### config.mk
export PLATFORM = sky130hd
export DESIGN_NAME = raster_timer
export DESIGN_NICKNAME = d
export VERILOG_FILES = /design/src/rtl/raster_pkg.sv /design/src/rtl/raster_axis.sv /design/src/rtl/raster_events.sv /design/src/rtl/raster_status.sv /design/src/rtl/raster_timer.sv
export SDC_FILE = /design/constraint.sdc
export NUM_CORES = 1
export LEC_CHECK = 0
export CAP_MARGIN = 30
export CORE_MARGIN = 5
export CORE_UTILIZATION = 39
export DETAILED_ROUTE_END_ITERATION = 12
export GPL_TIMING_DRIVEN = 0
export PLACE_DENSITY = 0.62
export SLEW_MARGIN = 30
export SYNTH_ARGS = -nofsm -noshare
export SYNTH_HDL_FRONTEND = slang
export SYNTH_HIERARCHICAL = 1
export SYNTH_SLANG_ARGS = --single-unit
### constraint.sdc
create_clock -name clk -period 20 [get_ports clk]
set_input_delay 3 -clock clk [delete_from_list [all_inputs] [get_ports clk]]
set_output_delay 3 -clock clk [all_outputs]
set_load 0.01 [all_outputs]
### src/rtl/raster_pkg.sv
// Shared definitions for the raster timing generator.
// Assumes: event indices match the status/enable bit layout in the brief.
package raster_pkg;

    localparam int NUM_EV     = 10;
    localparam int EV_HSYNC   = 0;
    localparam int EV_HBP     = 1;
    localparam int EV_HACT    = 2;
    localparam int EV_HFP     = 3;
    localparam int EV_VSYNC   = 4;
    localparam int EV_VBP     = 5;
    localparam int EV_VACT    = 6;
    localparam int EV_VFP     = 7;
    localparam int EV_VFP_END = 8;
    localparam int EV_IDLE    = 9;

    // Position flags decoded for one axis of the raster.
    typedef struct packed {
        logic at_first;   // counter at region-sequence start (sync start)
        logic at_bp;      // first back porch position
        logic at_act;     // first active position
        logic at_fp;      // first front porch position
        logic at_last;    // last position before wrap
        logic in_sync;    // inside sync region
        logic in_act;     // inside active region
    } axis_flags_t;

endpackage

### src/rtl/raster_axis.sv
// One raster axis: a counter walking sync, back porch, active, front porch.
// Width inputs are shadowed on 'load' so a frame keeps one geometry.
// Assumes: every width is at least one; CW is wide enough for their sum.
module raster_axis
    import raster_pkg::*;
#(
    parameter int LW = 12,
    parameter int CW = LW + 2
) (
    input  logic          clk,
    input  logic          rst_n,
    input  logic          run,
    input  logic          step,
    input  logic          load,
    input  logic [LW-1:0] sync_len,
    input  logic [LW-1:0] bp_len,
    input  logic [LW-1:0] act_len,
    input  logic [LW-1:0] fp_len,
    output logic [CW-1:0] cnt,
    output axis_flags_t   flags
);

    logic [LW-1:0] s_sync, s_bp, s_act, s_fp;
    logic [CW-1:0] e_bp, e_act, e_fp, e_last;

    // Capture the geometry at frame boundaries or while idle.
    always_ff @(posedge clk) begin
        if (!rst_n) begin
            s_sync <= '0;
            s_bp   <= '0;
            s_act  <= '0;
            s_fp   <= '0;
        end else if (load) begin
            s_sync <= sync_len;
            s_bp   <= bp_len;
            s_act  <= act_len;
            s_fp   <= fp_len;
        end
    end

    // Region boundaries derived from the shadowed widths.
    always_comb begin
        e_bp   = CW'(s_sync);
        e_act  = e_bp + CW'(s_bp);
        e_fp   = e_act + CW'(s_act);
        e_last = e_fp + CW'(s_fp) - CW'(1);
    end

    // Decode the position flags from the counter.
    always_comb begin
        flags.at_first = (cnt == '0);
        flags.at_bp    = (cnt == e_bp);
        flags.at_act   = (cnt == e_act);
        flags.at_fp    = (cnt == e_fp);
        flags.at_last  = (cnt == e_last);
        flags.in_sync  = (cnt < e_bp);
        flags.in_act   = (cnt >= e_act) && (cnt < e_fp);
    end

    // Position counter: wraps after the last position, cleared when idle.
    always_ff @(posedge clk) begin
        if (!rst_n || !run) begin
            cnt <= '0;
        end else if (step) begin
            cnt <= flags.at_last ? '0 : cnt + CW'(1);
        end
    end

endmodule

### src/rtl/raster_events.sv
// Combinational decode of the ten position events from both axes.
// Assumes: flags come from raster_axis instances of the same frame.
module raster_events
    import raster_pkg::*;
(
    input  logic              run,
    input  axis_flags_t       hf,
    input  axis_flags_t       vf,
    output logic [NUM_EV-1:0] ev
);

    // Map axis positions onto event bits.
    always_comb begin
        ev             = '0;
        ev[EV_HSYNC]   = run && hf.at_first;
        ev[EV_HBP]     = run && hf.at_bp;
        ev[EV_HACT]    = run && hf.at_act;
        ev[EV_HFP]     = run && hf.at_fp;
        ev[EV_VSYNC]   = run && hf.at_first && vf.at_first;
        ev[EV_VBP]     = run && hf.at_first && vf.at_bp;
        ev[EV_VACT]    = run && hf.at_act && vf.at_act;
        ev[EV_VFP]     = run && hf.at_first && vf.at_fp;
        ev[EV_VFP_END] = run && hf.at_last && vf.at_last;
        ev[EV_IDLE]    = !run;
    end

endmodule

### src/rtl/raster_status.sv
// Event enable mask and sticky write-one-to-clear status register.
// Assumes: an event and a clear of the same bit in one cycle leaves it set.
module raster_status
    import raster_pkg::*;
(
    input  logic              clk,
    input  logic              rst_n,
    input  logic [NUM_EV-1:0] ev,
    input  logic              en_wr,
    input  logic [NUM_EV-1:0] en_wdata,
    input  logic              clr_wr,
    input  logic [NUM_EV-1:0] clr_wdata,
    output logic [NUM_EV-1:0] en,
    output logic [NUM_EV-1:0] status
);

    logic [NUM_EV-1:0] clr_mask;

    // Clear mask is only live during a clear write.
    always_comb clr_mask = clr_wr ? clr_wdata : '0;

    // Enable register write.
    always_ff @(posedge clk) begin
        if (!rst_n)     en <= '0;
        else if (en_wr) en <= en_wdata;
    end

    // Sticky status: clear requested bits, then set enabled events.
    always_ff @(posedge clk) begin
        if (!rst_n) status <= '0;
        else        status <= (status & ~clr_mask) | (ev & en);
    end

endmodule

### src/rtl/raster_timer.sv
// Raster timing generator top: two axis counters, event decode, status
// registers and registered sync / data-enable / start-of-active outputs.
// Assumes: widths are nonzero; outputs lag the counters by one register.
module raster_timer
    import raster_pkg::*;
#(
    parameter int HW = 12,
    parameter int VW = 12,
    localparam int HCW = HW + 2,
    localparam int VCW = VW + 2
) (
    input  logic              clk,
    input  logic              rst_n,
    input  logic              run,
    input  logic [HW-1:0]     h_sync_len,
    input  logic [HW-1:0]     h_back_len,
    input  logic [HW-1:0]     h_act_len,
    input  logic [HW-1:0]     h_front_len,
    input  logic [VW-1:0]     v_sync_len,
    input  logic [VW-1:0]     v_back_len,
    input  logic [VW-1:0]     v_act_len,
    input  logic [VW-1:0]     v_front_len,
    input  logic              en_wr,
    input  logic [NUM_EV-1:0] en_wdata,
    input  logic              clr_wr,
    input  logic [NUM_EV-1:0] clr_wdata,
    output logic [NUM_EV-1:0] ev_en,
    output logic [NUM_EV-1:0] ev_status,
    output logic              hsync,
    output logic              vsync,
    output logic              de,
    output logic              sav,
    output logic [HCW-1:0]    x_pos,
    output logic [VCW-1:0]    y_pos
);

    logic              primed;
    logic              run_eff;
    logic              frame_end;
    logic              load;
    logic [HCW-1:0]    hcnt;
    logic [VCW-1:0]    vcnt;
    axis_flags_t       hf, vf;
    logic [NUM_EV-1:0] ev;

    // Ensure the shadows hold valid widths before the first scan.
    always_ff @(posedge clk) begin
        if (!rst_n) primed <= 1'b0;
        else        primed <= 1'b1;
    end

    // Scan control: effective run and the frame-boundary geometry load.
    always_comb begin
        run_eff   = run && primed;
        frame_end = run_eff && hf.at_last && vf.at_last;
        load      = !run_eff || frame_end;
    end

    raster_axis #(.LW(HW), .CW(HCW)) u_h (
        .clk(clk), .rst_n(rst_n), .run(run_eff), .step(run_eff), .load(load),
        .sync_len(h_sync_len), .bp_len(h_back_len),
        .act_len(h_act_len), .fp_len(h_front_len),
        .cnt(hcnt), .flags(hf)
    );

    raster_axis #(.LW(VW), .CW(VCW)) u_v (
        .clk(clk), .rst_n(rst_n), .run(run_eff),
        .step(run_eff && hf.at_last), .load(load),
        .sync_len(v_sync_len), .bp_len(v_back_len),
        .act_len(v_act_len), .fp_len(v_front_len),
        .cnt(vcnt), .flags(vf)
    );

    raster_events u_ev (
        .run(run_eff), .hf(hf), .vf(vf), .ev(ev)
    );

    raster_status u_st (
        .clk(clk), .rst_n(rst_n), .ev(ev),
        .en_wr(en_wr), .en_wdata(en_wdata),
        .clr_wr(clr_wr), .clr_wdata(clr_wdata),
        .en(ev_en), .status(ev_status)
    );

    // Register the video outputs and position from the current counters.
    always_ff @(posedge clk) begin
        if (!rst_n) begin
            hsync <= 1'b0;
            vsync <= 1'b0;
            de    <= 1'b0;
            sav   <= 1'b0;
            x_pos <= '0;
            y_pos <= '0;
        end else begin
            hsync <= run_eff && hf.in_sync;
            vsync <= run_eff && vf.in_sync;
            de    <= run_eff && hf.in_act && vf.in_act;
            sav   <= ev[EV_VACT];
            x_pos <= run_eff ? hcnt : '0;
            y_pos <= run_eff ? vcnt : '0;
        end
    end

endmodule

==> results.sh, run 1 <==
export IMPL_status="finished clean"
export IMPL_cpPeakStageDelay_ns=0.73
export IMPL_drt_iter0_markers=535
export IMPL_post_cts_buffers=0
export IMPL_synthAdderAreaFrac_pct=17.34
export IMPL_finalPower_mw=1.293
export IMPL_grt_ovfl_total=0
export IMPL_max_freq_ghz=0.1240
export IMPL_rows=66
export IMPL_routed_wl_um=36920
export IMPL_die_width_um=191.0
export IMPL_num_nets_final=1905
export IMPL_root_buffer="clkbuf_16"
export IMPL_min_period_over_period_pct=40.31
export IMPL_fillers=3156
export IMPL_synthMuxAreaShare_pct=8.466
export IMPL_ys_ff_latch=177
export IMPL_yosysSeqAreaShare_pct=27.72
export IMPL_end_kind="flip-flop"
export IMPL_core_area_um2=32450
export IMPL_fin_area_um2=15620
export IMPL_synth_ff_type="dfxtp_1"
export IMPL_path_common_cell="ha_1"
export IMPL_cts_num_sinks=177
export IMPL_antenna_found_initial=0
export IMPL_synth_top_family_by_area="simple AND/OR/NAND/NOR gates"
export IMPL_synthSimpleGateAreaFrac_pct=18.72
export IMPL_cts_path_max_buffers=2
export IMPL_hpwl_um=29130
export IMPL_synth_cell_types=81
export IMPL_synth_top_area_share_pct=27.72
export IMPL_relSlewSlack_pct=37.23
export IMPL_port_buffers=170
export IMPL_setup_worst_path_class="flip-flop to flip-flop"
export IMPL_ioPinCount=173
export IMPL_worstPathRequired_ns=20.35
export IMPL_synthCells=1423
export IMPL_grt_pass1_vias=10570
export IMPL_path_clk_slew_ns=0.08
export IMPL_cp_start_kind="flip-flop"
export IMPL_drtPass1Iterations=5
export IMPL_rsz0062_at_grt="false"
export IMPL_place_gp_congestion=0.9078
export IMPL_start_util_pct=39.39
export IMPL_layout_area_overhead_vs_synth_pct=22.21
export IMPL_synth_compound_area_share_pct=13.93
export IMPL_layout_drive_gt1_share_pct=4.862
export IMPL_async_reset_ff_share_pct=0
export IMPL_synth_commonest_cells="dfxtp_1 (177), ha_1 (166), inv_1 (133)"
export IMPL_hold_class="flip-flop to flip-flop"
export IMPL_yosysMostFrequentCell="dfxtp_1"
export IMPL_final_min_clock_period_ns=8.063
export IMPL_p_leak_nw=7.290
export IMPL_fin_cells=2067
export IMPL_n_antenna_cell=0
export IMPL_synth_nets=1716
export IMPL_tritoncts="built"
export IMPL_grt_pass1_wl_um=57700
export IMPL_dieArea_um2=36500
export IMPL_syn_area_um2=12780
export IMPL_vias_per_cell=5.191
export IMPL_cts_made_buffers=17
export IMPL_synthXorXnorAreaFrac_pct=8.290
export IMPL_powerDensity_nw_per_um2=82.74
export IMPL_grt_total_usage_pct=20.09
export IMPL_synthTopCellsByArea="dfxtp_1 (28%), ha_1 (16%), mux2i_1 (8.4%), nor2b_1 (5.7%), xnor2_1 (4.9%)"
export IMPL_syn_avg_cell_area_um2=8.983
export IMPL_ys_warn_count=6
export IMPL_ir_drop_mv=0.06350
export IMPL_post_drt_wl_per_cell_um=17.86
export IMPL_fin_skew_ns=0.01607
export IMPL_cts_hold_buf=0
export IMPL_worstSkewPairLatency_ns=0.46
export IMPL_worstPathArrival_ns=8.41
export IMPL_tightest_slew_ns=0.9329
export IMPL_setup_viol=0
export IMPL_vias=10730
export IMPL_place_area_um2=15040
export IMPL_drc_errors=0
export IMPL_grt_max_degree=21
export IMPL_crit_path_top_delay_cell="clkbuf_1"
export IMPL_numPlacedInstances=2035
export IMPL_maxCapViolCount=0
export IMPL_ant_nets=0
export IMPL_fin_hold_ws_ns=0.4811
export IMPL_htree_num_levels=4
export IMPL_synth_edf_count=0
export IMPL_critPathMaxFanout=10
export IMPL_finalSetupTns_ns=0
export IMPL_hold_viol_final=0
export IMPL_maxSlewViolCount=0
export IMPL_ctsResizeCount=0
export IMPL_die_h_um=191.0
export IMPL_synth_top_cell_by_area="dfxtp_1"
## layer usage
layer | GRT usage, % | vias up | part of all wire (%)
met5 | 0 | - | 0
met4 | 4.558 | 0 | 1.4
li1 | - | 5372 | -
met2 | 32.16 | 275 | 45
met3 | 4.291 | 35 | 5.5
met1 | 27.86 | 5048 | 49
## layout make-up
class	count	area [um^2]	area share, %
Inverter	133	499.2	3.196
Multi-Input combinational cell	1073	8533	54.62
Tap cell	442	553.0	3.540
Buffer	40	207.7	1.329
Sequential cell	177	3543	22.68
Clock buffer	18	439.2	2.811
Timing Repair Buffer	170	1702	10.89
Clock inverter	14	145.1	0.9290
## worst max-delay path: cells and delay by family (launching register included)
family	cells	cell delay, ns
muxes	1	0.27
DFF	1	0.39
and+or+nand+nor	9	1.45
AOI/OAI and AO/OA	10	1.88
buffers and inverters	5	1.73
xor gates and xnor gates	2	0.74
adders and majority gates	5	1.52
## stage by stage
| stage | setup slack [ns] | utilization, % |
|---|---|---|
| 2_1_floorplan | 13.73 | - |
| 3_3_place_gp | 11.99 | 46.34 |
| 3_5_place_dp | 11.98 | 46.34 |
| 4_1_cts | 11.93 | 48.14 |
| 5_1_grt | 11.34 | 48.14 |
| 6_report | 11.94 | 48.14 |
## logic make-up after synthesis
kind of cell,after synthesis
AND/OR/NAND/NOR,427
multiplexers,108
buffers and inverters,173
XOR/XNOR,116
adder cells (fa/ha/maj),174
flip-flops,177
AO/OA/AOI/OAI,248
## cells in the final DEF, fill, tap and decap left out, types with 6 or more instances in the layout
cell type          n
dfxtp_1          177
clkdlybuf4s50_1  170
ha_1             166
inv_1            133
nor2b_1          116
mux2i_1          107
xnor2_1           71
nor2_1            59
a21oi_1           53
nand2_1           52
xor2_1            42
o21ai_0           36
a21o_1            36
nor3_1            35
and2_1            30
and3_1            30
clkbuf_1          27
nand4_1           21
o21a_1            19
clkbuf_16         17
nand3_1           17
nand2b_1          14
and2_2            10
a31o_1            10
o211ai_1           8
a211o_1            8
nor4_1             8
a211oi_1           8
buf_6              7
or3_1              7
o21bai_1           7
or4_1              6
fa_1               6
## flip-flops by register name, indices dropped and copies added (netlist names), 10 cells and up
register / count
u_st/status: 10
u_h/s_act: 12
u_h/cnt: 14
u_v/cnt: 14
x_pos: 14
u_v/s_act: 12
u_st/en: 10
u_h/s_sync: 12
u_v/s_sync: 12
u_v/s_fp: 12
u_v/s_bp: 12
u_h/s_fp: 12
u_h/s_bp: 12
y_pos: 14
## power breakdown
group	switching, mW	leakage [nW]	internal (mW)	total (mW)
Combinational	0.314	5.55	0.260	0.574
Sequential	0.0121	1.45	0.367	0.379
Clock	0.170	0.283	0.170	0.340
Total	0.497	7.29	0.796	1.29
## worst paths after layout
check	startpoint	end	slack [ns]	depth (start not counted)
worst max-delay path	u_v/s_sync[0]	u_h/s_fp[3]	11.94	32
worst max register to register	u_v/s_sync[0]	u_h/s_fp[3]	11.94	32
worst min register to register	u_st/status[0]	u_st/status[0]	0.48	1
worst min-delay path	u_st/status[0]	u_st/status[0]	0.48	1
Power figures use the tool's default switching activity.
==> run 2: changes to the inputs <==
==> constraint.sdc (replaced) <==
create_clock -name clk -period 7.6 [get_ports clk]
set_input_delay 1.14 -clock clk [delete_from_list [all_inputs] [get_ports clk]]
set_output_delay 1.14 -clock clk [all_outputs]
set_load 0.01 [all_outputs]
==> run 2 against run 1 <==
Count of clock-buffer cells in the layout unchanged. Via count about the same. Utilization up 0.096 points. Hold slack about the same. Die area unchanged. Combinational power rose to 2.6 times the previous value. Critical path depth unchanged. Clock skew about the same. Wire length down 0.11%. Register-to-register slack worse by 11 ns.
==> results.sh, run 2 (synthesis results as in run 1) <==
export IMPL_worstPathRequired_ns=7.95
export IMPL_min_period_over_period_pct=93.24
export IMPL_post_drt_wl_per_cell_um=17.84
export IMPL_maxCapViolCount=0
export IMPL_cts_made_buffers=17
export IMPL_grt_total_usage_pct=20.09
export IMPL_cp_start_kind="flip-flop"
export IMPL_end_kind="flip-flop"
export IMPL_drtPass1Iterations=5
export IMPL_mostFrequentLayoutCells="dfxtp_1 (177), clkdlybuf4s50_1 (170), ha_1 (166)"
export IMPL_ir_drop_mv=0.1663
export IMPL_worst_path_buf_inv=5
export IMPL_drc_errors=0
export IMPL_fin_skew_ns=0.01613
export IMPL_rsz0062_at_grt="false"
export IMPL_tritoncts="built"
export IMPL_hold_viol_final=0
export IMPL_num_nets_final=1905
export IMPL_worstPathArrival_ns=7.44
export IMPL_final_min_clock_period_ns=7.086
export IMPL_ioPinCount=173
export IMPL_multi_input_area_um2=8548
export IMPL_hpwl_um=29130
export IMPL_worstSkewPairLatency_ns=0.46
export IMPL_htree_num_levels=4
export IMPL_grt_ovfl_total=0
export IMPL_port_buffers=170
export IMPL_core_area_um2=32450
export IMPL_place_gp_congestion=0.9078
export IMPL_die_width_um=191.0
export IMPL_final_common_cell="dfxtp_1"
export IMPL_fillers=3156
export IMPL_ant_nets=0
export IMPL_setup_worst_path_class="flip-flop to flip-flop"
export IMPL_tightest_slew_ns=0.9098
export IMPL_cts_num_sinks=177
export IMPL_antenna_found_initial=0
export IMPL_fin_area_um2=15650
export IMPL_dp_slack_ns=-0.4192
export IMPL_rows=66
export IMPL_status="finished clean"
export IMPL_grt_max_degree=21
export IMPL_p_leak_nw=7.311
export IMPL_drt_iter0_markers=569
export IMPL_fin_hold_ws_ns=0.4810
export IMPL_root_buffer="clkbuf_16"
export IMPL_n_antenna_cell=0
export IMPL_layout_drive_gt1_share_pct=5.354
export IMPL_path_clk_slew_ns=0.08
export IMPL_start_util_pct=39.39
export IMPL_layout_area_overhead_vs_synth_pct=22.45
export IMPL_hold_class="flip-flop to flip-flop"
export IMPL_crit_path_top_delay_cell="xnor3_2"
export IMPL_vias_per_cell=5.195
export IMPL_max_freq_ghz=0.1411
export IMPL_cts_path_max_buffers=2
export IMPL_critPathMaxFanout=10
export IMPL_routed_wl_um=36880
export IMPL_path_common_cell="ha_1"
export IMPL_die_h_um=191.0
export IMPL_dieArea_um2=36500
export IMPL_vias=10740
export IMPL_grt_pass1_wl_um=57700
export IMPL_path_delay_family="compound AO/OA/AOI/OAI gates"
export IMPL_regArea_um2=3543
export IMPL_cpPeakStageDelay_ns=0.45
export IMPL_fin_ws_ns=0.5138
export IMPL_relSlewSlack_pct=37.78
export IMPL_powerDensity_nw_per_um2=218.1
export IMPL_post_cts_buffers=0
export IMPL_place_area_um2=15040
export IMPL_grt_pass1_vias=10570
export IMPL_maxSlewViolCount=0
export IMPL_setup_viol=0
[run 2: changes by cell type in the layout (fill, tap and decap cells not counted), moves of 2 or more]
| cell | before | now |
|---|---|---|
| buf_2 | 0 | 2 |
| clkbuf_1 | 27 | 23 |
| clkbuf_4 | 0 | 3 |
| clkbuf_2 | 1 | 3 |
| buf_1 | 4 | 1 |
[run 2: cell type report]
type,count,share of cell area [%]
multi-input cells,1073,54.61
plain buffers,40,1.431
clock buffers,18,2.806
inverters,133,3.189
well taps,442,3.533
repair buffers,170,10.87
flip-flops and latches,177,22.64
clock inverters,14,0.9272
[run 2: worst register-to-register path, delay by kind of cell (launching register included)]
| family | cells | cell delay, ns |
|---|---|---|
| compound gates | 10 | 1.88 |
| xor+xnor | 2 | 0.77 |
| simple gates | 9 | 1.10 |
| flops | 1 | 0.39 |
| fa+ha+maj | 5 | 1.52 |
| buf+inv | 5 | 1.13 |
| mux | 1 | 0.23 |
[run 2: layer usage]
metal	wire length, um	share of wire, %	track usage, %
met3	2064	5.6	4.291
met5	0	0	0
met1	17880	48	27.86
met4	518	1.4	4.558
met2	16420	45	32.16
[run 2: what timing repair did]
| item | 4_1_cts | 5_1_grt |
|---|---|---|
| hold endpoints to repair | 0 | 0 |
| endpoints found under the setup margin | 40 | 83 |
| gates resized for setup | 6 | 10 |
| gates cloned | 0 | 0 |
| hold buffers | 0 | 0 |
[run 2: through the flow]
step / setup TNS [ns] / power (mW) / utilization, % / cells
floorplan: 0 / 2.156 / - / 1423
global placement: -13.33 / 2.478 / 46.34 / 2035
detailed placement: -14.10 / 2.503 / 46.34 / 2035
CTS: 0 / 3.411 / 48.16 / 2067
global route: 0 / 3.643 / 48.23 / 2067
finish: 0 / 3.414 / 48.23 / 2067
[run 2: final timing paths]
check	start	to	slack, ns	cells past startpoint
max	u_v/s_sync[0]	u_h/s_fp[3]	0.51	32
min	u_st/status[0]	u_st/status[0]	0.48	1
max reg2reg	u_v/s_sync[0]	u_h/s_fp[3]	0.51	32
min reg2reg	u_st/status[0]	u_st/status[0]	0.48	1
[run 2: report_power, final]
part           internal (mW)  leakage (nW)  switching, mW
sequential             0.965          1.45         0.0317
clock                  0.446         0.283          0.448
combinational          0.686          5.57          0.838
